File: src/rtl/prog_link_phy.sv
module prog_link_phy #(
  parameter int DIV       = 8,
  parameter int SETUP_CYC = 10
) (
  input  logic       clk,
  input  logic       rst_n,
  input  logic       en_req,
  input  logic       dis_req,
  input  logic       brk_req,
  input  logic       rx_arm,
  input  logic [7:0] tx_data,
  input  logic       tx_valid,
  output logic       tx_ready,
  output logic [7:0] rx_data,
  output logic       rx_valid,
  output logic       rx_perr,
  output logic       link_clk,
  output logic       clk_oe,
  output logic       dat_o,
  output logic       dat_oe,
  input  logic       dat_i
);
  localparam int CMAX = (DIV > SETUP_CYC) ? DIV : SETUP_CYC;
  localparam int CW   = $clog2(CMAX + 1);
  localparam int FLEN = 12;

  typedef enum logic [2:0] {S_OFF, S_SETUP, S_IDLE, S_TX, S_RX} st_t;

  st_t            st;
  logic [CW-1:0]  cnt;
  logic [FLEN-1:0] sh;
  logic [3:0]     bcnt;
  logic [1:0]     brk_cnt;
  logic           rx_pend;

  wire running = (st == S_IDLE) || (st == S_TX) || (st == S_RX);
  wire tick    = running && (cnt == CW'(DIV - 1));
  wire fall    = tick && link_clk;
  wire rise    = tick && !link_clk;
  wire [FLEN-1:0] nsh = {dat_i, sh[FLEN-1:1]};
  wire wait_start = (bcnt == 4'(FLEN)) && dat_i;

  assign tx_ready = (st == S_IDLE) && (brk_cnt == 2'd0);

  always_ff @(posedge clk or negedge rst_n) begin
    if (!rst_n) begin
      st       <= S_OFF;
      cnt      <= '0;
      link_clk <= 1'b0;
      clk_oe   <= 1'b0;
      dat_oe   <= 1'b0;
      dat_o    <= 1'b1;
      sh       <= '0;
      bcnt     <= '0;
      brk_cnt  <= '0;
      rx_pend  <= 1'b0;
      rx_valid <= 1'b0;
      rx_perr  <= 1'b0;
      rx_data  <= '0;
    end else begin
      rx_valid <= 1'b0;
      rx_perr  <= 1'b0;
      if (rx_arm && st != S_OFF) rx_pend <= 1'b1;
      if (brk_req && st != S_OFF && brk_cnt == 2'd0) brk_cnt <= 2'd1;
      if (tick) cnt <= '0;
      else if (st != S_OFF) cnt <= cnt + 1'b1;
      if (tick) link_clk <= ~link_clk;

      if (dis_req && st != S_OFF) begin
        st       <= S_OFF;
        clk_oe   <= 1'b0;
        dat_oe   <= 1'b0;
        dat_o    <= 1'b1;
        link_clk <= 1'b0;
        cnt      <= '0;
        brk_cnt  <= '0;
        rx_pend  <= 1'b0;
      end else begin
        case (st)
          S_OFF: if (en_req) begin
            st      <= S_SETUP;
            clk_oe  <= 1'b1;
            dat_oe  <= 1'b1;
            dat_o   <= 1'b1;
            cnt     <= '0;
            brk_cnt <= 2'd2;
          end
          S_SETUP: if (cnt == CW'(SETUP_CYC - 1)) begin
            st  <= S_IDLE;
            cnt <= '0;
          end
          S_IDLE: begin
            if (brk_cnt != 2'd0) begin
              sh      <= '0;
              bcnt    <= 4'(FLEN);
              st      <= S_TX;
              dat_oe  <= 1'b1;
              brk_cnt <= brk_cnt - 2'd1;
            end else if (tx_valid) begin
              sh     <= {2'b11, ^tx_data, tx_data, 1'b0};
              bcnt   <= 4'(FLEN);
              st     <= S_TX;
              dat_oe <= 1'b1;
            end else if (rx_pend) begin
              st      <= S_RX;
              dat_oe  <= 1'b0;
              dat_o   <= 1'b1;
              bcnt    <= 4'(FLEN);
              rx_pend <= 1'b0;
            end
          end
          S_TX: if (fall) begin
            if (bcnt == 4'd0) begin
              st    <= S_IDLE;
              dat_o <= 1'b1;
            end else begin
              dat_o <= sh[0];
              sh    <= sh >> 1;
              bcnt  <= bcnt - 4'd1;
            end
          end
          S_RX: if (rise && !wait_start) begin
            sh   <= nsh;
            bcnt <= bcnt - 4'd1;
            if (bcnt == 4'd1) begin
              st       <= S_IDLE;
              rx_valid <= 1'b1;
              rx_data  <= nsh[8:1];
              rx_perr  <= ^nsh[9:1];
            end
          end
          default: st <= S_OFF;
        endcase
      end
    end
  end

  p_high_before_drive_r5: assert property (@(posedge clk) disable iff (!rst_n)
    $rose(dat_oe) |-> dat_o);

  p_data_on_fall_r2: assert property (@(posedge clk) disable iff (!rst_n)
    (dat_oe && $past(dat_oe) && (dat_o != $past(dat_o))) |-> (!link_clk && $past(link_clk)));

  p_perr_with_valid_r4: assert property (@(posedge clk) disable iff (!rst_n)
    rx_perr |-> rx_valid);

  p_valid_single_r4: assert property (@(posedge clk) disable iff (!rst_n)
    rx_valid |=> !rx_valid);

  p_released_on_rx_r6: assert property (@(posedge clk) disable iff (!rst_n)
    rx_valid |-> !dat_oe);

  p_release_on_stop_r10: assert property (@(posedge clk) disable iff (!rst_n)
    $past(dis_req) |-> (!clk_oe && !dat_oe));

  p_clk_low_when_off_r10: assert property (@(posedge clk) disable iff (!rst_n)
    !clk_oe |-> !link_clk);
endmodule

File: config.mk
export PLATFORM = sky130hd
export DESIGN_NAME = prog_link_phy
export DESIGN_NICKNAME = d
export VERILOG_FILES = /design/src/rtl/prog_link_phy.sv
export SDC_FILE = /design/constraint.sdc
export NUM_CORES = 1
export LEC_CHECK = 0
export CAP_MARGIN = 10
export CORE_MARGIN = 3
export CORE_UTILIZATION = 58
export CTS_CLUSTER_DIAMETER = 40
export DETAILED_ROUTE_END_ITERATION = 8
export PLACE_DENSITY_LB_ADDON = 0.3
export SYNTH_ARGS = -nofsm -noshare
export SYNTH_HDL_FRONTEND = slang
export SYNTH_SLANG_ARGS = --single-unit
export TNS_END_PERCENT = 30
File: constraint.sdc
create_clock -name clk -period 3.2 [get_ports clk]
set_input_delay 0.64 -clock clk [delete_from_list [all_inputs] [get_ports clk]]
set_output_delay 0.64 -clock clk [all_outputs]
set_load 0.01 [all_outputs]
Yosys cells after proc, flatten, opt, wreduce, memory -nomap -nowiden
Cells that the tools add are included.
{ "classes": {"n_mux": 66, "n_reduce_logical": 34, "n_addsub": 3, "n_bitwise": 2, "n_eq_ne": 23} }
{ "op_table": {"columns": ["cell", "n"], "rows": [
  ["$mux W12", 5],
  ["$mux W4", 11],
  ["$pmux W12 S3", 1],
  ["$mux W3", 10],
  ["$mux W1", 29],
  ["$reduce_and A6 Y1", 3],
  ["$pmux W3 S5", 1],
  ["$ne A3 B2 Y1 const B", 4],
  ["$pmux W4 S3", 1],
  ["$logic_and A1 B1 Y1", 10],
  ["$ne A3 B1 Y1 const B", 3],
  ["$ne A3 B3 Y1 const B", 3],
  ["$reduce_bool A3 Y1", 3],
  ["$reduce_xor A9 Y1", 1],
  ["$eq A4 B4 Y1 const B", 2],
  ["$mux W2", 4],
  ["$pmux W4 S2", 1],
  ["$reduce_bool A2 Y1", 4],
  ["$reduce_xor A8 Y1", 1],
  ["$reduce_and A7 Y1", 1],
  ["$eq A3 B2 Y1 const B", 2],
  ["$ne A5 B3 Y1 const B", 1],
  ["$add A4 B1 Y4 const B", 1],
  ["$eq A4 B1 Y1 const B", 1],
  ["other kinds (21)", 25]
]} }
{ "totals": {"inputBits": 16, "reg_bits": 40, "output_inout_bits": 15, "word_cells": 141} }

Depth between registers and ports, before layout
Gate-level depths: netlist of run 1.
{ "depth": {"depth_word": 9, "depth_mapped": 8, "ltp_nobuf": 7} }

Least setup slack after synthesis of run 1
OpenSTA, ideal clock, no wires.
{ "synth_path": {"path_kind": "register to register", "start": "register st[0]", "end": "register rx_data[0]", "period_less_slack_ps": 2047, "path_stages_with_launch": 7, "path_buffers": 1, "setup_ps": 125, "arrival_ps": 1922, "path_slack_ps": 1153, "cell_sequence": "dfrtp_1 or3b_1 buf_2 a211oi_4 nand2_2 nor3_4 mux2_2"} }
{ "synth_between": {"elab_chain_cells": 7, "elab_cells_between_ends": 12} }
{ "synth_rtl": {"columns": ["element", "line", "source"], "rows": [
  ["from (decl)", "29", "st_t st;"],
  ["from (signal assigned)", "47", "st <= S_OFF;"],
  ["from (signal assigned)", "70", "st <= S_OFF;"],
  ["from (signal assigned)", "81", "st <= S_SETUP;"],
  ["$eq A3 B2 Y1", "36", "wire running = (st == S_IDLE) || (st == S_TX) || (st == S_RX);"],
  ["$logic_or A1 B1 Y1 (2 in a row)", "36", null],
  ["$logic_and A1 B1 Y1", "37", "wire tick = running && (cnt == CW'(DIV - 1));"],
  ["$logic_and A1 B1 Y1", "39", "wire rise = tick && !link_clk;"],
  ["$logic_and A1 B1 Y1", "122", "S_RX: if (rise && !wait_start) begin"],
  ["$reduce_and A4 Y1 (no line) (*)", null, null],
  ["to (signal assigned)", "128", "rx_data <= nsh[8:1];"],
  ["to (decl)", "14", "output logic [7:0] rx_data,"]
]} }
Mark *: on every way between the ends. The rest lies on a longest branch, timed or not.
A chain may end at the register's enable or synchronous reset.

Worst setup path in the final report of run 1
{ "layout_path": {"start": "register st[1]", "end": "output tx_ready"} }
{ "layout_between": {"elab_chain_cells": 2} }
{ "layout_rtl": {"columns": ["element", "line", "source"], "rows": [
  ["$eq A3 B2 Y1", "43", "assign tx_ready = (st == S_IDLE) && (brk_cnt == 2'd0);"],
  ["$logic_and A1 B1 Y1", "43", null],
  ["to (decl)", "13", "output logic tx_ready,"]
]} }
No other way between the ends.

==> reports/results.ini, run 1 <==
[power]
netSwitchingFraction = 0.3907
seqPwrFrac = 0.400
power.combinational.fraction = 0.407
pwr-share-clk = 0.193
power_switching_uw = 825.5
power_density_nw_per_um2 = 812.2
power.total_uw = 2113
max-vdd-ir-drop_mv = 0.5783
power_report.internal_total_uw = 1287
power_leakage_uw = 0.001103

[finish]
final_area_sq_um = 2601
n_antenna_cell = 0
syn2layout_area_growth_pct = 20.59
drive_gt1_frac = 0.09449
nets = 274
nFillCells = 257

[die]
die_y_um = 66.99
start_util = 0.6219
core_sq_um = 3468
top_level_ports = 31
die-area_sq_um = 4487
core.rowCount = 21
die_x_um = 66.99

[placed_design]
place_hpwl_um = 3314
placed_cell_area_sq_um = 2494
place_congestion = 0.9181
port_buffers = 30
dp_slack_ns = 0.5294

[drt]
drt_wl_total_um = 4676
viasPerCell = 5.887
vias = 1766
drtPass1Iterations = 4
drtIter0Drc = 219
ant_nets = 0
wire_per_inst_um = 15.59
drc = 0

[synth]
ys_seq_elements = 40
syn_area_per_cell_sq_um = 9.673
synth_nets = 244
yosys_warnings = 0
ys_types = 44
synth_area_sq_um = 2157
yosysSeqAreaShare = 0.4646
syn_inst = 223

[timing]
timing.final.crit_share = 0.8682
finClkSkew_ns = 0.007367
setup_violations = 0
fmax_mhz = 360.0
tightestPinTransition_ns = 0.8728
fin_tns_setup_ns = 0
drv_slew = 0
setup_slack_ns = 0.4219
rsz0062_at_grt = false
fin_crit_ns = 2.778
max_slew_margin = 0.4181
hold_viol = 0

[global_route]
grt_pass1_vias = 1638
antenna_found_initial = 0
grt_pass1_wl_um = 7928
grt_max_degree = 41
grt_overflow = 0
track_usage = 0.2374

[worst_hold_path]
hold_class = primary input to asynchronous set/reset pin

[clocking]
cts_max_level = 2
cts_resized = 0
insertion_delay_ns = 0.29
cts_hold_buf = 0
clockBufferDepth = 2
cts.reportedPaths.clkPinSlew_ns = 0.08
tritoncts = done
postCtsSetupRepairBufs = 0
cts_root_buffer = clkbuf_8
numCtsBuffers = 5
cts.sinks = 40

[setup_path]
cpPeakStageDelay_ns = 0.60
cp.arrival_ns = 2.14
start_kind = register
path_cells = or3b_2, nor3_1, clkdlybuf4s50_1
worstSetupPathType = register to primary output
required_ns = 2.56
crit_path_top_delay_cell = dfrtp_1
crit_path_end_kind = primary output
path_max_fanout = 13
crit_family = simple AND/OR/NAND/NOR gates
cp_num_buf_inv = 1

[flow_run]
cap_violations = 0

[status]
outcome = completed

[worst paths after layout]
kind	start	to	slack, ns	cells past startpoint
max in group asynchronous	rst_n	cnt[1]	2.19	1
worst max register to register	st[2]	rx_data[7]	0.69	5
worst min register to register	sh[0]	sh[0]	0.50	2
worst max-delay path	st[1]	tx_ready	0.42	3
min in group clk	sh[0]	sh[0]	0.50	2
worst min-delay path	rst_n	rx_data[7]	0.46	1
[power groups by stage]
stage	combinational [uW]	sequential, uW	clock (uW)
finish	860	844	409
global route	960	871	439
CTS	861	839	411
detailed placement	850	848	0
global placement	808	839	0
floorplan	659	784	0
[placed cells by master (no fill, tap or decap), types with 2 or more instances in the layout]
cell type        synthesis  routed
mux2_2                   8       8
nor3b_1                  3       3
xnor2_1                 17      17
clkdlybuf4s50_1          0      29
nand2_1                 23      23
dfrtp_1                 39      39
or3_1                    2       2
o21ai_0                 17      17
inv_1                    8       8
o21a_1                   2       2
ha_1                     5       5
nand3_1                  3       3
clkbuf_8                 0       5
o22a_1                   2       2
nand4_1                  2       2
a22oi_1                 11      11
nor2_1                  19      19
buf_4                    0       3
xor2_1                   3       3
nor3_1                   8       8
a21oi_1                 14      14
nand2b_1                 3       3
a211oi_1                 2       2
[metal layers]
metal / track usage / share of wire / vias to the layer above
met3: 0.04722 / 0.051 / 6
met2: 0.3651 / 0.48 / 48
met4: 0.07595 / 0.010 / 0
li1: - / - / 852
met5: 0 / 0 / -
met1: 0.3348 / 0.46 / 860
[kinds of logic (layout without fill, tap and decap cells)]
| logic type | after synthesis | count (layout) | share of synthesized area |
|---|---|---|---|
| and+or+nand+nor | 72 | 72 | 0.1665 |
| AOI/OAI and AO/OA | 59 | 59 | 0.1804 |
| xor gates and xnor gates | 20 | 20 | 0.08121 |
| buffers and inverters | 18 | 49 | 0.03190 |
| DFF | 40 | 40 | 0.4646 |
| muxes | 9 | 9 | 0.04641 |
| adders and majority gates | 5 | 5 | 0.02900 |
[area by class of cell]
class / instances / area (sq um) / area share
well taps: 46 / 57.56 / 0.02213
clock inverters: 2 / 35.03 / 0.01347
repair buffers: 33 / 317.8 / 0.1222
inverters: 8 / 30.03 / 0.01154
clock buffers: 6 / 72.57 / 0.02790
flip-flops and latches: 40 / 1002 / 0.3853
multi-input cells: 165 / 1086 / 0.4175
[sequential cells by signal, indices dropped and copies added (netlist names)]
register  count
clk_oe        1
brk_cnt       2
rx_valid      1
rx_pend       1
dat_oe        1
bcnt          4
cnt           4
rx_perr       1
st            3
link_clk      1
sh           12
dat_o         1
rx_data       8
[Yosys cell counts]
cell type | n | area [sq um]
nand3b_1 | 1 | 7.510
o32a_1 | 1 | 10.01
o211a_1 | 1 | 10.01
clkbuf_1 | 9 | 33.78
o22ai_1 | 1 | 6.260
inv_1 | 8 | 30.03
a211oi_1 | 2 | 15.01
xnor2_1 | 17 | 148.9
nand2_2 | 1 | 6.260
o22a_1 | 2 | 17.52
a211oi_4 | 1 | 20.02
nor3b_1 | 3 | 22.52
buf_2 | 1 | 5.000
or3b_1 | 1 | 8.760
dfstp_2 | 1 | 26.28
ha_1 | 5 | 62.56
nand4_1 | 2 | 12.51
o41ai_1 | 1 | 8.760
a32oi_1 | 1 | 8.760
mux2_2 | 8 | 90.09
nor3_4 | 1 | 16.27
and2_1 | 1 | 6.260
a21o_1 | 1 | 7.510
o2111ai_1 | 1 | 8.760
nand2b_1 | 3 | 18.77
o21bai_1 | 1 | 7.510
o21a_1 | 2 | 15.01
nor3_1 | 8 | 40.04
or3_1 | 2 | 12.51
o32ai_1 | 1 | 8.760
o31ai_1 | 1 | 7.510
mux2i_1 | 1 | 10.01
nand4b_1 | 1 | 8.760
dfrtp_1 | 39 | 975.9
o21ai_0 | 17 | 85.08
xor2_1 | 3 | 26.28
and4_1 | 1 | 8.760
nand2_1 | 23 | 86.33
a22oi_1 | 11 | 82.58
nor2_1 | 19 | 71.32
a21oi_1 | 14 | 70.07
nor4b_1 | 1 | 8.760
nand3_1 | 3 | 15.01
or3b_2 | 1 | 8.760
[per-stage QoR]
step	std cells	hold WS [ns]	util
after floorplan	223	0.3444	-
after global placement	292	0.4656	0.7190
after detailed placement	292	0.4810	0.7190
after CTS	300	0.4931	0.7500
after global routing	300	0.5238	0.7500
final	300	0.4553	0.7500
No activity file was read; power rests on OpenSTA's default activity.
==> inputs of run 2 (changes only) <==
--- a/config.mk
+++ b/config.mk
@@ -7,9 +7,10 @@
 export LEC_CHECK = 0
 export CAP_MARGIN = 10
 export CORE_MARGIN = 3
-export CORE_UTILIZATION = 58
+export CORE_UTILIZATION = 60
 export CTS_CLUSTER_DIAMETER = 40
 export DETAILED_ROUTE_END_ITERATION = 8
+export DONT_BUFFER_PORTS = 1
 export PLACE_DENSITY_LB_ADDON = 0.3
 export SYNTH_ARGS = -nofsm -noshare
 export SYNTH_HDL_FRONTEND = slang
==> run 2 against run 1 <==
Sequential share of layout area increased by 5.9 points. Final cell count shrank 10%. Sequential power up 2%. Sequential cell count stayed put. Setup slack gained 0.29 ns. Combinational power down 9.1%. Clock power down 43%. Power fell by 11%. Via count shrank 5.6%. Critical path type is now register to register. Largest cell class unchanged.
==> reports/results.ini, run 2 (synthesized netlist as in run 1, its figures left out) <==
[status]
outcome = completed

[drt]
wire_per_inst_um = 18.09
viasPerCell = 6.197
ant_nets = 0
vias = 1667
drtIter0Drc = 142
drc = 0
drt_wl_total_um = 4865
drtPass1Iterations = 4

[clocking]
clockBufferDepth = 2
tritoncts = done
cts_max_level = 2
numCtsBuffers = 5
postCtsSetupRepairBufs = 0
cts.reportedPaths.clkPinSlew_ns = 0.11
cts.sinks = 40
cts_root_buffer = clkbuf_4
insertion_delay_ns = 0.35

[die]
core.rowCount = 21
die_y_um = 65.96
die-area_sq_um = 4351
core_sq_um = 3390
top_level_ports = 31
start_util = 0.6364
die_x_um = 65.96

[finish]
reg_top3 = sh: 12 flops, rx_data: 8 flops
syn2layout_area_growth_pct = 4.640
final_common_cell = dfrtp_1
drive_gt1_frac = 0.09865
final_cell_mix = dfrtp_1, nand2_1, nor2_1
final_cells = 269
n_antenna_cell = 0
largest_register_ff_count = 12
final_area_sq_um = 2257
top_register = sh
nFillCells = 282
nets = 244

[flow_run]
cap_violations = 0

[global_route]
grt_overflow = 0
use_met2 = 0.4180
grt_use_met1 = 0.2913
track_usage = 0.2442
grt_pass1_wl_um = 7810
top_usage_layer = met2
grt_max_degree = 40
use_met3 = 0.05612
antenna_found_initial = 0
grt_pass1_vias = 1646

[setup_path]
crit_path_end_kind = register
path_max_fanout = 14
required_ns = 3.43
worstSetupPathType = register to register
start_kind = register
cp.arrival_ns = 2.72

[placed_design]
port_buffers = 0
placed_cell_area_sq_um = 2191
place_congestion = 0.9124
place_hpwl_um = 3487
place_inst = 261

[timing]
tightestPinTransition_ns = 1.116
hold_viol = 0
fmax_mhz = 401.5
fin_tns_setup_ns = 0
finClkSkew_ns = 0.01390
drv_slew = 0
setup_violations = 0
hold-worst-slack_ns = 0.1085
max_slew_margin = 0.2506
rsz0062_at_grt = false
timing.final.crit_share = 0.7782
fin_crit_ns = 2.490

[power]
seqPwrFrac = 0.458
power.total_uw = 1877
netSwitchingFraction = 0.4193
power_report.internal_total_uw = 1090
pwr-share-clk = 0.125
power.combinational.fraction = 0.417
power_switching_uw = 786.8
power_leakage_uw = 0.0009687
power_density_nw_per_um2 = 831.4
max-vdd-ir-drop_mv = 0.3689

[worst_hold_path]
hold_class = primary input to asynchronous set/reset pin

==> run 2: worst max-delay path, cell delays in order, from the launching register on <==
cell,delay (ns)
dfrtp_1,0.59
or3b_1,0.52
a211oi_4,0.33
nand2_2,0.13
nor3_4,0.40
mux2_2,0.40
==> run 2: final cells by class <==
cell class | instances | area, sq um | area share
Tap cell | 46 | 57.56 | 0.02550
Timing Repair Buffer | 3 | 35.03 | 0.01552
Inverter | 8 | 30.03 | 0.01330
Sequential cell | 40 | 1002 | 0.4440
Multi-Input combinational cell | 165 | 1086 | 0.4812
Clock buffer | 6 | 41.29 | 0.01829
Clock inverter | 1 | 5.005 | 0.002217
==> run 2: layer usage <==
layer | routed length, um | vias to the layer above
met3 | 318 | 10
li1 | - | 791
met4 | 76 | 0
met2 | 2542 | 60
met1 | 1928 | 806
met5 | 0 | -
==> run 2: what timing repair did <==
action	CTS	global route
hold endpoints to repair	39	0
hold buffers	1	0
resized for setup	0	0
==> run 2: final timing paths <==
check                                  end  depth (start not counted)     from  slack (ns)
max in group asynchronous            sh[0]                          1    rst_n        2.87
worst min-delay path                clk_oe                          1    rst_n        0.11
worst max register to register  rx_data[2]                          5    st[2]        0.71
worst min register to register       sh[1]                          2    sh[1]        0.51
worst max-delay path            rx_data[2]                          5    st[2]        0.71
min in group clk                     st[2]                          1  dis_req        0.35
==> run 2: power groups by stage <==
stage	combinational, uW	clock (uW)	sequential, uW
detailed placement	762	0	865
floorplan	659	0	784
CTS	779	242	855
global route	893	258	884
finish	782	235	860
global placement	715	0	848
==> run 2: metrics by stage <==
stage / util / worst slack (ns)
4_1_cts: 0.6659 / 0.7299
2_1_floorplan: - / 1.153
6_report: 0.6659 / 0.7096
3_3_place_gp: 0.6464 / 0.8321
5_1_grt: 0.6659 / 0.5882
3_5_place_dp: 0.6464 / 0.7628
==> inputs of run 3 (changes only) <==
--- a/config.mk
+++ b/config.mk
@@ -7,7 +7,7 @@
 export LEC_CHECK = 0
 export CAP_MARGIN = 10
 export CORE_MARGIN = 3
-export CORE_UTILIZATION = 60
+export CORE_UTILIZATION = 56
 export CTS_CLUSTER_DIAMETER = 40
 export DETAILED_ROUTE_END_ITERATION = 8
 export DONT_BUFFER_PORTS = 1
==> constraint.sdc (replaced) <==
create_clock -name clk -period 2.05 [get_ports clk]
set_input_delay 0.41 -clock clk [delete_from_list [all_inputs] [get_ports clk]]
set_output_delay 0.41 -clock clk [all_outputs]
set_load 0.01 [all_outputs]
==> run 3 against run 2 <==
Hold slack gained 0.083 ns. Non-clock buffer count is 21 higher. Clock power rose to 3.0 times the previous value. Setup slack worse by 0.67 ns. Design area rose by 14%. Sequential cell count is the same. Critical path depth grew 1. Clock-buffer cell count grew 1. Combinational power up 84%. Sequential share of layout area fell by 5.3 points. Critical path type unchanged. Largest cell class unchanged. Largest power group is now combinational logic.
==> reports/results.ini, run 3 (synthesized netlist as in run 1, its figures left out) <==
[status]
outcome = completed

[die]
core.rowCount = 21
die_y_um = 68.07
core_sq_um = 3521
die_x_um = 68.07
start_util = 0.6127
top_level_ports = 31
die-area_sq_um = 4633

[setup_path]
cp.arrival_ns = 2.18
path_max_fanout = 10
worstSetupPathType = register to register
crit_path_end_kind = register
start_kind = register
required_ns = 2.22

[clocking]
numCtsBuffers = 5
insertion_delay_ns = 0.28
cts_root_buffer = clkbuf_8
tritoncts = done
cts.sinks = 40
cts.reportedPaths.clkPinSlew_ns = 0.07
cts_max_level = 2
clockBufferDepth = 2

[timing]
tightestPinTransition_ns = 0.6689
setup_slack_ns = 0.04371
setup_violations = 0
rsz0062_at_grt = true
max_slew_margin = 0.5516
fmax_mhz = 498.4
drv_slew = 0
timing.final.crit_share = 0.9787
finClkSkew_ns = 0.002089
hold_viol = 0
fin_crit_ns = 2.006

[global_route]
grt_pass1_wl_um = 8079
grt_overflow = 0
grt_pass1_vias = 1726
track_usage = 0.2370
antenna_found_initial = 0
grt_max_degree = 41

[placed_design]
placed_cell_area_sq_um = 2331
port_buffers = 0
place_congestion = 0.8372
dp_slack_ns = -0.03843
place_hpwl_um = 3588

[finish]
nFillCells = 264
reg_top3 = sh: 12 flops, rx_data: 8 flops
largest_register_ff_count = 12
nets = 265
final_area_sq_um = 2565
drive_gt1_frac = 0.2122
final_cell_mix = dfrtp_1, nand2_1, nor2_1
n_antenna_cell = 0
syn2layout_area_growth_pct = 18.91
top_register = sh
fin_util = 0.7285
final_common_cell = dfrtp_1

[drt]
wire_per_inst_um = 17.09
vias = 1739
drtPass1Iterations = 4
ant_nets = 0
drtIter0Drc = 154
viasPerCell = 5.976
drt_wl_total_um = 4973
drc = 0

[power]
power_density_nw_per_um2 = 1344
power_leakage_uw = 0.001126
max-vdd-ir-drop_mv = 0.7952

[flow_run]
cap_violations = 0

[worst_hold_path]
hold_class = primary input to register

[run 3: layout make-up]
cell class	instances	area, sq um	share of cell area
well taps	46	57.56	0.02244
clock buffers	7	96.34	0.03756
clock inverters	1	30.03	0.01171
multi-input cells	165	1130	0.4405
flip-flops and latches	40	1002	0.3907
inverters	8	30.03	0.01171
repair buffers	24	219.0	0.08537
[run 3: report_power, final]
part	internal, uW	switching, uW
clock	429	265
combinational	685	755
sequential	1020	295
[run 3: worst paths after layout]
check / endpoint / cells past startpoint / from / slack, ns
setup reg to reg: rx_data[3] / 6 / st[0] / 0.04
max in group asynchronous: dat_o / 2 / rst_n / 1.19
hold / removal: st[2] / 1 / dis_req / 0.19
min in group asynchronous: rx_pend / 2 / rst_n / 0.60
hold reg to reg: sh[11] / 2 / sh[11] / 0.48
setup / recovery: rx_data[3] / 6 / st[0] / 0.04
[run 3: critical path, stage by stage (launching register included)]
cell	delay, ns
dfrtp_1	0.40
or3b_4	0.44
a211oi_4	0.27
nand2_2	0.11
nor3_4	0.16
buf_12	0.16
mux2_2	0.34
[run 3: metal layers]
| layer | global-route usage | routed length [um] | vias to the layer above |
|---|---|---|---|
| met5 | 0 | 0 | - |
| met1 | 0.3079 | 2205 | 859 |
| met2 | 0.3863 | 2446 | 40 |
| met3 | 0.06076 | 250 | 9 |
| li1 | - | - | 831 |
| met4 | 0.07692 | 71 | 0 |
[run 3: repair_timing]
action	in CTS	in global routing
buffers inserted	0	3
pin swaps	0	2
endpoints found under the setup margin	21	25
hold endpoints to repair	40	0
hold buffers	2	0
gates resized for setup	7	5
[run 3: stage by stage]
step                      hold slack (ns)  cells  power [uW]  setup TNS (ns)
final                              0.1918    291        3446               0
after global routing               0.1778    291        3698         -0.1068
after CTS                          0.1831    288        3420               0
after detailed placement           0.1156    278        2652         -0.1470
after global placement             0.1157    278        2542               0
after floorplan                    0.1144    223        2253               0
